===== config.mk =====
export PLATFORM = sky130hd
export DESIGN_NAME = priv_filter_counter
export DESIGN_NICKNAME = d
export VERILOG_FILES = /design/src/rtl/pfc_pkg.sv /design/src/rtl/pfc_mode_track.sv /design/src/rtl/pfc_inhibit_sel.sv /design/src/rtl/pfc_cfg_reg.sv /design/src/rtl/pfc_counter.sv /design/src/rtl/priv_filter_counter.sv
export SDC_FILE = /design/constraint.sdc
export NUM_CORES = 1
export LEC_CHECK = 0
export ABC_AREA = 1
export BUFFER_PORTS_ARGS = -buffer_cell sky130_fd_sc_hd__buf_2
export CAP_MARGIN = 20
export CORE_MARGIN = 2
export CORE_UTILIZATION = 57
export CTS_CLUSTER_DIAMETER = 200
export DETAILED_ROUTE_END_ITERATION = 6
export MAX_ROUTING_LAYER = met4
export PLACE_DENSITY = 0.9
export RECOVER_POWER = 25
export SLEW_MARGIN = 20
export SYNTH_ARGS = -nofsm -noshare
export SYNTH_HDL_FRONTEND = slang
export SYNTH_SLANG_ARGS = --single-unit

===== constraint.sdc =====
create_clock -name clk -period 3.2 [get_ports clk]
set_clock_uncertainty 0.2 [all_clocks]
set_input_delay 0.16 -clock clk [delete_from_list [all_inputs] [get_ports clk]]
set_output_delay 0.16 -clock clk [all_outputs]
set_load 0.05 [all_outputs]

===== src/rtl/pfc_pkg.sv =====
// Shared types and constants for the privilege-filtered event counter.
// Assumes a 64-bit configuration value with inhibit flags in bits 62..58.
package pfc_pkg;

    typedef enum logic [1:0] {
        PRIV_U    = 2'd0,
        PRIV_S    = 2'd1,
        PRIV_RSVD = 2'd2,
        PRIV_M    = 2'd3
    } priv_e;

    // Inhibit flag positions inside the 64-bit configuration value
    localparam int unsigned BIT_M  = 62;
    localparam int unsigned BIT_S  = 61;
    localparam int unsigned BIT_U  = 60;
    localparam int unsigned BIT_VS = 59;
    localparam int unsigned BIT_VU = 58;

    localparam logic [63:0] INH_MASK = (64'd1 << BIT_M) | (64'd1 << BIT_S) |
                                       (64'd1 << BIT_U) | (64'd1 << BIT_VS) |
                                       (64'd1 << BIT_VU);

    typedef struct packed {
        logic m;
        logic s;
        logic u;
        logic vs;
        logic vu;
    } inh_t;

endpackage


===== src/rtl/pfc_mode_track.sv =====
// Captures the mode presented by the core at each edge.
// Assumes priv_i/virt_i describe the mode that follows the current cycle,
// so the registered copy is the mode that ran the current step.
module pfc_mode_track
    import pfc_pkg::*;
(
    input  logic       clk,
    input  logic       rst_n,
    input  logic [1:0] priv_i,
    input  logic       virt_i,
    output priv_e      mode_priv_o,
    output logic       mode_virt_o
);

    priv_e mode_priv_q;
    logic  mode_virt_q;

    // Hold the mode one cycle so a same-cycle change is not charged to the step
    always_ff @(posedge clk) begin
        if (!rst_n) begin
            mode_priv_q <= PRIV_M;
            mode_virt_q <= 1'b0;
        end else begin
            mode_priv_q <= priv_e'(priv_i);
            mode_virt_q <= virt_i;
        end
    end

    assign mode_priv_o = mode_priv_q;
    assign mode_virt_o = mode_virt_q;

endmodule


===== src/rtl/pfc_inhibit_sel.sv =====
// Picks the inhibit flag that applies to the mode that ran the step.
// Assumes the reserved privilege value behaves as machine mode.
module pfc_inhibit_sel
    import pfc_pkg::*;
(
    input  inh_t  inh_i,
    input  priv_e priv_i,
    input  logic  virt_i,
    output logic  inhibit_o
);

    // Mode-to-flag selection; virtualization matters only below machine mode
    always_comb begin
        unique case (priv_i)
            PRIV_U:  inhibit_o = virt_i ? inh_i.vu : inh_i.u;
            PRIV_S:  inhibit_o = virt_i ? inh_i.vs : inh_i.s;
            default: inhibit_o = inh_i.m;
        endcase
    end

endmodule


===== src/rtl/pfc_cfg_reg.sv =====
// Configuration register holding the five inhibit flags.
// Assumes XLEN is 32 (two halves) or 64 (single access). With FILTER_EN = 0
// nothing is writable and the value stays zero.
module pfc_cfg_reg
    import pfc_pkg::*;
#(
    parameter int unsigned XLEN      = 32,
    parameter bit          FILTER_EN = 1'b1
) (
    input  logic            clk,
    input  logic            rst_n,
    input  logic            we_i,
    input  logic            hi_i,
    input  logic [XLEN-1:0] wdata_i,
    output logic [63:0]     cfg_o
);

    localparam logic [63:0] WMASK = FILTER_EN ? INH_MASK : 64'd0;

    logic [63:0] cfg_q;
    logic [63:0] merged;

    generate
        if (XLEN == 32) begin : g_split
            // Merge the written half with the untouched half
            always_comb begin
                merged = hi_i ? {wdata_i[31:0], cfg_q[31:0]}
                              : {cfg_q[63:32], wdata_i[31:0]};
            end
        end else begin : g_full
            // Whole-register write; the half select plays no part
            always_comb begin
                merged = 64'(wdata_i) | (64'(hi_i) & 64'd0);
            end
        end
    endgenerate

    // Store only the writable flags
    always_ff @(posedge clk) begin
        if (!rst_n)    cfg_q <= 64'd0;
        else if (we_i) cfg_q <= merged & WMASK;
    end

    assign cfg_o = cfg_q;


    cfg_hold_chk: assert property (@(posedge clk) disable iff (!rst_n)
        !we_i |=> $stable(cfg_q));


    cfg_mask_chk: assert property (@(posedge clk) disable iff (!rst_n)
        we_i |=> (cfg_q & ~INH_MASK) == 64'd0);

endmodule


===== src/rtl/pfc_counter.sv =====
// 64-bit counter with software write, split into halves when XLEN is 32.
// Assumes the caller has already applied the inhibit gate to add_en_i.
module pfc_counter #(
    parameter int unsigned XLEN  = 32,
    parameter int unsigned INC_W = 8
) (
    input  logic             clk,
    input  logic             rst_n,
    input  logic             add_en_i,
    input  logic [INC_W-1:0] inc_i,
    input  logic             we_i,
    input  logic             hi_i,
    input  logic [XLEN-1:0]  wdata_i,
    output logic [63:0]      count_o
);

    logic [63:0] count_q;
    logic [63:0] written;
    logic [63:0] nxt;

    generate
        if (XLEN == 32) begin : g_split
            // Replace the selected half only
            always_comb begin
                written = hi_i ? {wdata_i[31:0], count_q[31:0]}
                               : {count_q[63:32], wdata_i[31:0]};
            end


            wr_lo_exact_chk: assert property (@(posedge clk) disable iff (!rst_n)
                (we_i && !hi_i) |=> count_q[31:0] == $past(wdata_i[31:0]));


            wr_lo_keeps_hi_chk: assert property (@(posedge clk) disable iff (!rst_n)
                (we_i && !hi_i) |=> count_q[63:32] == $past(count_q[63:32]));


            wr_hi_keeps_lo_chk: assert property (@(posedge clk) disable iff (!rst_n)
                (we_i && hi_i) |=> count_q[31:0] == $past(count_q[31:0]));
        end else begin : g_full
            // Whole-register replacement
            always_comb begin
                written = 64'(wdata_i) | (64'(hi_i) & 64'd0);
            end


            wr_full_exact_chk: assert property (@(posedge clk) disable iff (!rst_n)
                we_i |=> count_q == 64'($past(wdata_i)));
        end
    endgenerate

    // Software write wins over the increment
    always_comb begin
        if (we_i)          nxt = written;
        else if (add_en_i) nxt = count_q + 64'(inc_i);
        else               nxt = count_q;
    end

    // Counter state
    always_ff @(posedge clk) begin
        if (!rst_n) count_q <= 64'd0;
        else        count_q <= nxt;
    end

    assign count_o = count_q;

endmodule


===== src/rtl/priv_filter_counter.sv =====
// Top of the privilege-filtered event counter. Gates each step by the
// inhibit flag of the mode that ran it, using the configuration value from
// before any same-cycle write. Provides a CSR read mux over counter/config.
// Assumes XLEN is 32 or 64.
module priv_filter_counter
    import pfc_pkg::*;
#(
    parameter int unsigned XLEN      = 32,
    parameter int unsigned INC_W     = 8,
    parameter bit          FILTER_EN = 1'b1
) (
    input  logic             clk,
    input  logic             rst_n,
    input  logic             step_i,
    input  logic [INC_W-1:0] inc_i,
    input  logic [1:0]       priv_i,
    input  logic             virt_i,
    input  logic             csr_we_i,
    input  logic             csr_sel_i,
    input  logic             csr_hi_i,
    input  logic [XLEN-1:0]  csr_wdata_i,
    output logic [XLEN-1:0]  csr_rdata_o,
    output logic [63:0]      count_o,
    output logic [63:0]      cfg_o
);

    initial begin
        xlen_legal_chk: assert (XLEN == 32 || XLEN == 64);
    end

    logic  cnt_we;
    logic  cfg_we;
    logic  inhibit;
    logic  add_en;
    priv_e mode_priv;
    logic  mode_virt;
    inh_t  inh;

    assign cnt_we = csr_we_i && !csr_sel_i;
    assign cfg_we = csr_we_i &&  csr_sel_i;

    pfc_mode_track i_mode (
        .clk         (clk),
        .rst_n       (rst_n),
        .priv_i      (priv_i),
        .virt_i      (virt_i),
        .mode_priv_o (mode_priv),
        .mode_virt_o (mode_virt)
    );

    pfc_cfg_reg #(.XLEN(XLEN), .FILTER_EN(FILTER_EN)) i_cfg (
        .clk     (clk),
        .rst_n   (rst_n),
        .we_i    (cfg_we),
        .hi_i    (csr_hi_i),
        .wdata_i (csr_wdata_i),
        .cfg_o   (cfg_o)
    );

    // Pull the flags out of the stored (pre-write) configuration
    always_comb begin
        inh.m  = cfg_o[BIT_M];
        inh.s  = cfg_o[BIT_S];
        inh.u  = cfg_o[BIT_U];
        inh.vs = cfg_o[BIT_VS];
        inh.vu = cfg_o[BIT_VU];
    end

    pfc_inhibit_sel i_sel (
        .inh_i     (inh),
        .priv_i    (mode_priv),
        .virt_i    (mode_virt),
        .inhibit_o (inhibit)
    );

    assign add_en = step_i && !inhibit;

    pfc_counter #(.XLEN(XLEN), .INC_W(INC_W)) i_cnt (
        .clk      (clk),
        .rst_n    (rst_n),
        .add_en_i (add_en),
        .inc_i    (inc_i),
        .we_i     (cnt_we),
        .hi_i     (csr_hi_i),
        .wdata_i  (csr_wdata_i),
        .count_o  (count_o)
    );

    generate
        if (XLEN == 32) begin : g_rd_split
            // Select the register, then the half
            always_comb begin
                if (csr_sel_i) csr_rdata_o = csr_hi_i ? cfg_o[63:32]   : cfg_o[31:0];
                else           csr_rdata_o = csr_hi_i ? count_o[63:32] : count_o[31:0];
            end
        end else begin : g_rd_full
            // Select the whole register
            always_comb begin
                csr_rdata_o = csr_sel_i ? XLEN'(cfg_o) : XLEN'(count_o);
            end
        end
    endgenerate


    count_adds_chk: assert property (@(posedge clk) disable iff (!rst_n)
        (step_i && !inhibit && !cnt_we) |=> count_o == $past(count_o) + 64'($past(inc_i)));


    inhibit_holds_chk: assert property (@(posedge clk) disable iff (!rst_n)
        (step_i && inhibit && !cnt_we) |=> $stable(count_o));


    idle_holds_chk: assert property (@(posedge clk) disable iff (!rst_n)
        (!step_i && !csr_we_i) |=> ($stable(count_o) && $stable(cfg_o)));

endmodule


==> flow_summary.toml, run 1 <==
[placement]
gp_congestion = 1.04
dpl.hpwl_um = 19800
pre_cts_ws_ps = 741
port_buffers = 149

[die]
die_h_um = 112
top_level_ports = 209
std_cell_rows = 39
start_util_pct = 58.2
core_area_um2 = 11400
die_area_um2 = 12500
fp.dieW_um = 112

[synth]
synth_top_area_share_pct = 21.7
synthesis.area_um2 = 6640
syn_inst = 1121
ys_seq_elements = 72
synthTopCellsByArea = "dfxtp_1, nand2_1, a21oi_1"
ys_types = 45
syn_avg_cell_area_um2 = 5.93
ys_seq_area_share_pct = 21.7
synth_top_area_cell = "dfxtp_1"
yosys_warnings = 0

[pwr]
pwr-share-seq_pct = 31.4
peakVddDrop_v = 0.000391
pwr-share-comb_pct = 32.8
sw_frac_of_total_pct = 42.3
powerDensity_nw_per_um2 = 443
p_int_mw = 2.00
p_switching_mw = 1.47
p_clk_share_pct = 35.8
leakage_nw = 3.47

[critical_path]
reg2reg_from = "i_cnt.count_o[0]"
cp.required_ps = 3270
max_stage_delay_ps = 450
cp.arrival_ps = 2560
cp_slowest_cell = "fa_1"
cp_max_fo = 7
critPathLaunchType = "flop"
path_class = "flop to flop"
reg2reg_slack_ps = 710
setup.worst_path.start = "i_cnt.count_o[0]"
crit_top_cell = "nand2_1"
crit_chain = "ha_1 -> fa_1 -> nand3_1 -> nand3_2 -> nand2_1 -> nand3_1 -> nand2_1 -> o21ai_0 -> nand2_1 -> nand2_1 -> a21oi_1"
worstSetupEndpointType = "flop"

[detailed_routing]
met3_wirelength_um = 3510
wl_met2_um = 12000
met1_length_um = 10500
postRouteAntennaNets = 0
first_iter_violations = 925
vias = 8515
drcViolationCount = 0
viasPerCell = 5.95
post_drt_wl_per_cell_um = 19.1
routed_wirelength_um = 27400
topRoutingLayerUsed = "met4"
drt_pass1_iterations = 6

[run_status]
status = "complete, no violations"

[clocking]
cts-root-buf = "clkbuf_16"
insertion_delay_ps = 350
htree_levels = 3
cts_resized = 0
clockBufferDepth = 2
clock_sinks = 72
path_clk_slew_ps = 70
cts_tree = "yes"
cts-buffers-inserted = 9

[layout]
nets = 1341
syn_to_final_growth_pct = 18.0
layout_commonest_cell = "nand2_1"
drive_gt1_share_pct = 16.7
final_cell_mix = "nand2_1, a21oi_1, inv_1"
diodes = 0
final-seq-area_um2 = 1440
fillers = 1068
multiInputGateArea_um2 = 4230

[sta]
finalCriticalPeriod_ps = 2490
max_freq_mhz = 402
slew_violations = 0
hold_violations = 0
fin_setup_tns_ps = 0
setup_viol = 0
rsz0062_at_grt = "no"
worst_slack_ps = 710
worst_slew_pin_slew_ps = 732
whs_ps = 23.5
slew_headroom_pct = 51.1
period_share_pct = 77.8

[grt]
grt_max_degree = 58
grt_pass1_vias = 7623
gr-total-overflow = 0
antenna_found_initial = 0
grt_pass1_wl_um = 41800
grtUsageTotal_pct = 43.6

[worst_hold_path]
hold_path_class = "input pin to flop"
min-delay-start = "csr_wdata_i[31]"

[run]
drv_cap = 0
==> power by group through the flow <==
stage / clock, mW / combinational [mW] / sequential, mW
finish: 1.24 / 1.14 / 1.09
global route: 1.27 / 1.20 / 1.10
CTS: 1.24 / 1.13 / 1.08
detailed placement: 0 / 1.09 / 1.10
global placement: 0 / 1.08 / 1.10
floorplan: 0 / 0.684 / 1.27
==> registers in the layout, indices dropped and copies added (netlist names) <==
register            cells
i_cfg.cfg_o             5
i_cnt.count_o          64
i_mode.mode_priv_o      2
i_mode.mode_virt_o      1
==> Yosys cell counts, drive strengths merged <==
| master | n |
|---|---|
| nand4 | 25 |
| ha | 8 |
| nand3 | 118 |
| o211ai | 2 |
| and3b | 1 |
| a31oi | 6 |
| xor2 | 10 |
| a21oi | 131 |
| buf | 82 |
| a221oi | 1 |
| dfxtp | 72 |
| nor4 | 1 |
| nor3b | 1 |
| fa | 1 |
| a21o | 2 |
| o21bai | 1 |
| o21ai | 102 |
| nand3b | 4 |
| clkbuf | 16 |
| or2 | 12 |
| inv | 138 |
| o22ai | 8 |
| and2 | 3 |
| nand2 | 261 |
| a21boi | 1 |
| conb | 1 |
| clkinv | 4 |
| nor2 | 100 |
| nor3 | 9 |
==> repair_timing <==
| item | 4_1_cts | 5_1_grt |
|---|---|---|
| hold buffers | 33 | 0 |
| hold endpoints to repair | 56 | 0 |
| setup buffers | 0 | 0 |
==> final timing paths <==
kind | to | cells past startpoint
worst max register to register | i_cnt.count_o[56] | 11
worst min register to register | i_cfg.cfg_o[59] | 2
worst max-delay path | i_cnt.count_o[56] | 11
worst min-delay path | i_cnt.count_o[31] | 5
==> kinds of logic after synthesis <==
kind of cell	after synthesis	synth area share, %
DFF	72	21.7
xor gates and xnor gates	10	1.32
adders and majority gates	9	1.81
AOI/OAI and AO/OA	254	19.8
and+or+nand+nor	535	37.4
other	1	0.0565
buffers and inverters	240	17.9
==> metrics by stage <==
step | utilization (%) | cells | instance area (µm²) | total power [mW]
after floorplan | - | 1179 | 6860 | 1.96
after global placement | 63.1 | 1382 | 7200 | 2.18
after detailed placement | 63.1 | 1382 | 7200 | 2.19
after CTS | 69.1 | 1431 | 7890 | 3.44
after global routing | 68.6 | 1431 | 7840 | 3.56
final | 68.6 | 1431 | 7840 | 3.47
==> layout make-up <==
type / count / area share (%)
multi-input combinational: 867 / 54.0
sequential: 72 / 18.4
timing repair buffer: 191 / 14.0
inverter: 142 / 6.83
clock buffer: 10 / 3.05
tap: 143 / 2.28
clock inverter: 6 / 1.47
==> worst max-delay path: cells and delay by family, from the launching register on <==
family	cells	cell delay (ps)
flops	1	330
compound gates	2	300
simple gates	7	880
fa+ha+maj	2	690
==> per-layer routing <==
metal	up-vias	global-route usage [%]
met5	-	-
met1	3811	55.5
met2	698	66.2
li1	3893	-
met4	0	21.3
met3	113	8.66
Power figures use the tool's default switching activity.
==> inputs of run 2 (changes only) <==
- CORE_UTILIZATION: 57 -> 53
- PLACE_DENSITY: 0.9 -> 0.84
- clock period: 3.2 -> 2.5 ns (I/O delays scaled with it)
==> flow_summary.toml, run 2 (synthesized netlist as in run 1, its figures left out) <==
[clocking]
clockBufferDepth = 2
path_clk_slew_ps = 70
cts-root-buf = "clkbuf_16"
insertion_delay_ps = 360
cts_setup_buffers = 0
cts_tree = "yes"
cts-buffers-inserted = 9
htree_levels = 3
clock_sinks = 72

[layout]
multiInputGateArea_um2 = 4260
diodes = 0
stdcell_area_um2 = 8040
syn_to_final_growth_pct = 21.0
drive_gt1_share_pct = 18.2
fillers = 1183
final-seq-area_um2 = 1440
largest_reg_flops = 64
final_cell_mix = "nand2_1, a21oi_1, inv_1"
nets = 1365
layout_commonest_cell = "nand2_1"

[critical_path]
cp.required_ps = 2540
cp.arrival_ps = 2400
path_class = "flop to flop"
worstSetupEndpointType = "flop"
cp_max_fo = 9
critPathLaunchType = "flop"

[sta]
period_share_pct = 94.4
max_freq_mhz = 424
worst_slew_pin_slew_ps = 1030
hold_violations = 0
worst_slack_ps = 141
whs_ps = 21.9
setup_viol = 0
slew_violations = 0
fin_setup_tns_ps = 0
rsz0062_at_grt = "no"
slew_headroom_pct = 31.3
finalCriticalPeriod_ps = 2360

[die]
die_area_um2 = 13400
std_cell_rows = 40
start_util_pct = 54.8
die_h_um = 116
core_area_um2 = 12100
top_level_ports = 209
fp.dieW_um = 116

[worst_hold_path]
hold_path_class = "input pin to flop"

[placement]
port_buffers = 149
place_area_um2 = 7420
dpl.hpwl_um = 20400
gp_congestion = 1.06
pre_cts_ws_ps = 61.1

[grt]
antenna_found_initial = 0
grt_pass1_wl_um = 40900
grtUsageTotal_pct = 41.9
grt_max_degree = 52
gr-total-overflow = 0
grt_pass1_vias = 7355

[detailed_routing]
first_iter_violations = 1156
routed_wirelength_um = 27800
drt_pass1_iterations = 5
drcViolationCount = 0
viasPerCell = 5.65
postRouteAntennaNets = 0
vias = 8356
post_drt_wl_per_cell_um = 18.8

[run_status]
status = "complete, no violations"

[pwr]
powerDensity_nw_per_um2 = 526
power_mw = 4.23
leakage_nw = 3.57
peakVddDrop_v = 0.000347

[run]
drv_cap = 0
-- run 2: cell types whose count changed in the layout (fill, tap and decap cells not counted), moves of 2 or more --
cell and change:
buf_4 +19, nand2_1 -4, nand2_2 +3, buf_12 +2, bufinv_16 -2, clkinv_2 +2, dlygate4sd3_1 +2
-- run 2: area by class of cell --
class,instances,area share (%)
multi-input cells,867,52.9
clock buffers,9,2.80
clock inverters,7,0.903
well taps,168,2.61
repair buffers,215,16.2
inverters,142,6.66
flip-flops and latches,72,17.9
-- run 2: metal layers --
metal / share of wire (%) / vias to the layer above / wire [µm] / track usage, %
li1: - / 3934 / - / -
met1: 41 / 3806 / 11400 / 55.0
met2: 45 / 542 / 12400 / 64.5
met3: 11 / 74 / 3130 / 7.27
met4: 3.3 / 0 / 919 / 15.5
met5: 0 / - / 0 / -
-- run 2: path summary, 6_finish.rpt --
kind / end / depth (start not counted) / slack (ps) / from
hold reg to reg: i_cfg.cfg_o[62] / 2 / 290 / i_cfg.cfg_o[62]
setup / recovery: i_cnt.count_o[14] / 11 / 140 / i_cnt.count_o[0]
hold / removal: i_cnt.count_o[0] / 4 / 20 / inc_i[0]
setup reg to reg: i_cnt.count_o[14] / 11 / 140 / i_cnt.count_o[0]
-- run 2: repair_timing --
action,4_1_cts,5_1_grt
setup endpoints to repair,0,9
hold endpoints to repair,68,0
hold buffers,35,0
resized for setup,0,6
-- run 2: power breakdown --
group          switching (mW)  total [mW]  leakage (nW)  internal, mW
clock                   0.573        1.35         0.141         0.773
combinational            1.16        1.53          2.84         0.362
sequential              0.123        1.36         0.591          1.23
-- run 2: worst max-delay path, stage by stage, from the launching register on --
cell and delay [ps]:
dfxtp_1 330, ha_1 230, fa_1 400, nand3_1 140, nand3_4 130, nand2_1 100
nand2_2 90, nand2_2 110, nand2_4 100, or2_2 280, nand3_1 70, a21oi_1 60
-- run 2: metrics by stage --
stage	utilization, %	cells
after floorplan	-	1179
after global placement	61.3	1429
after detailed placement	61.3	1429
after CTS	66.6	1480
after global routing	66.4	1480
final	66.4	1480
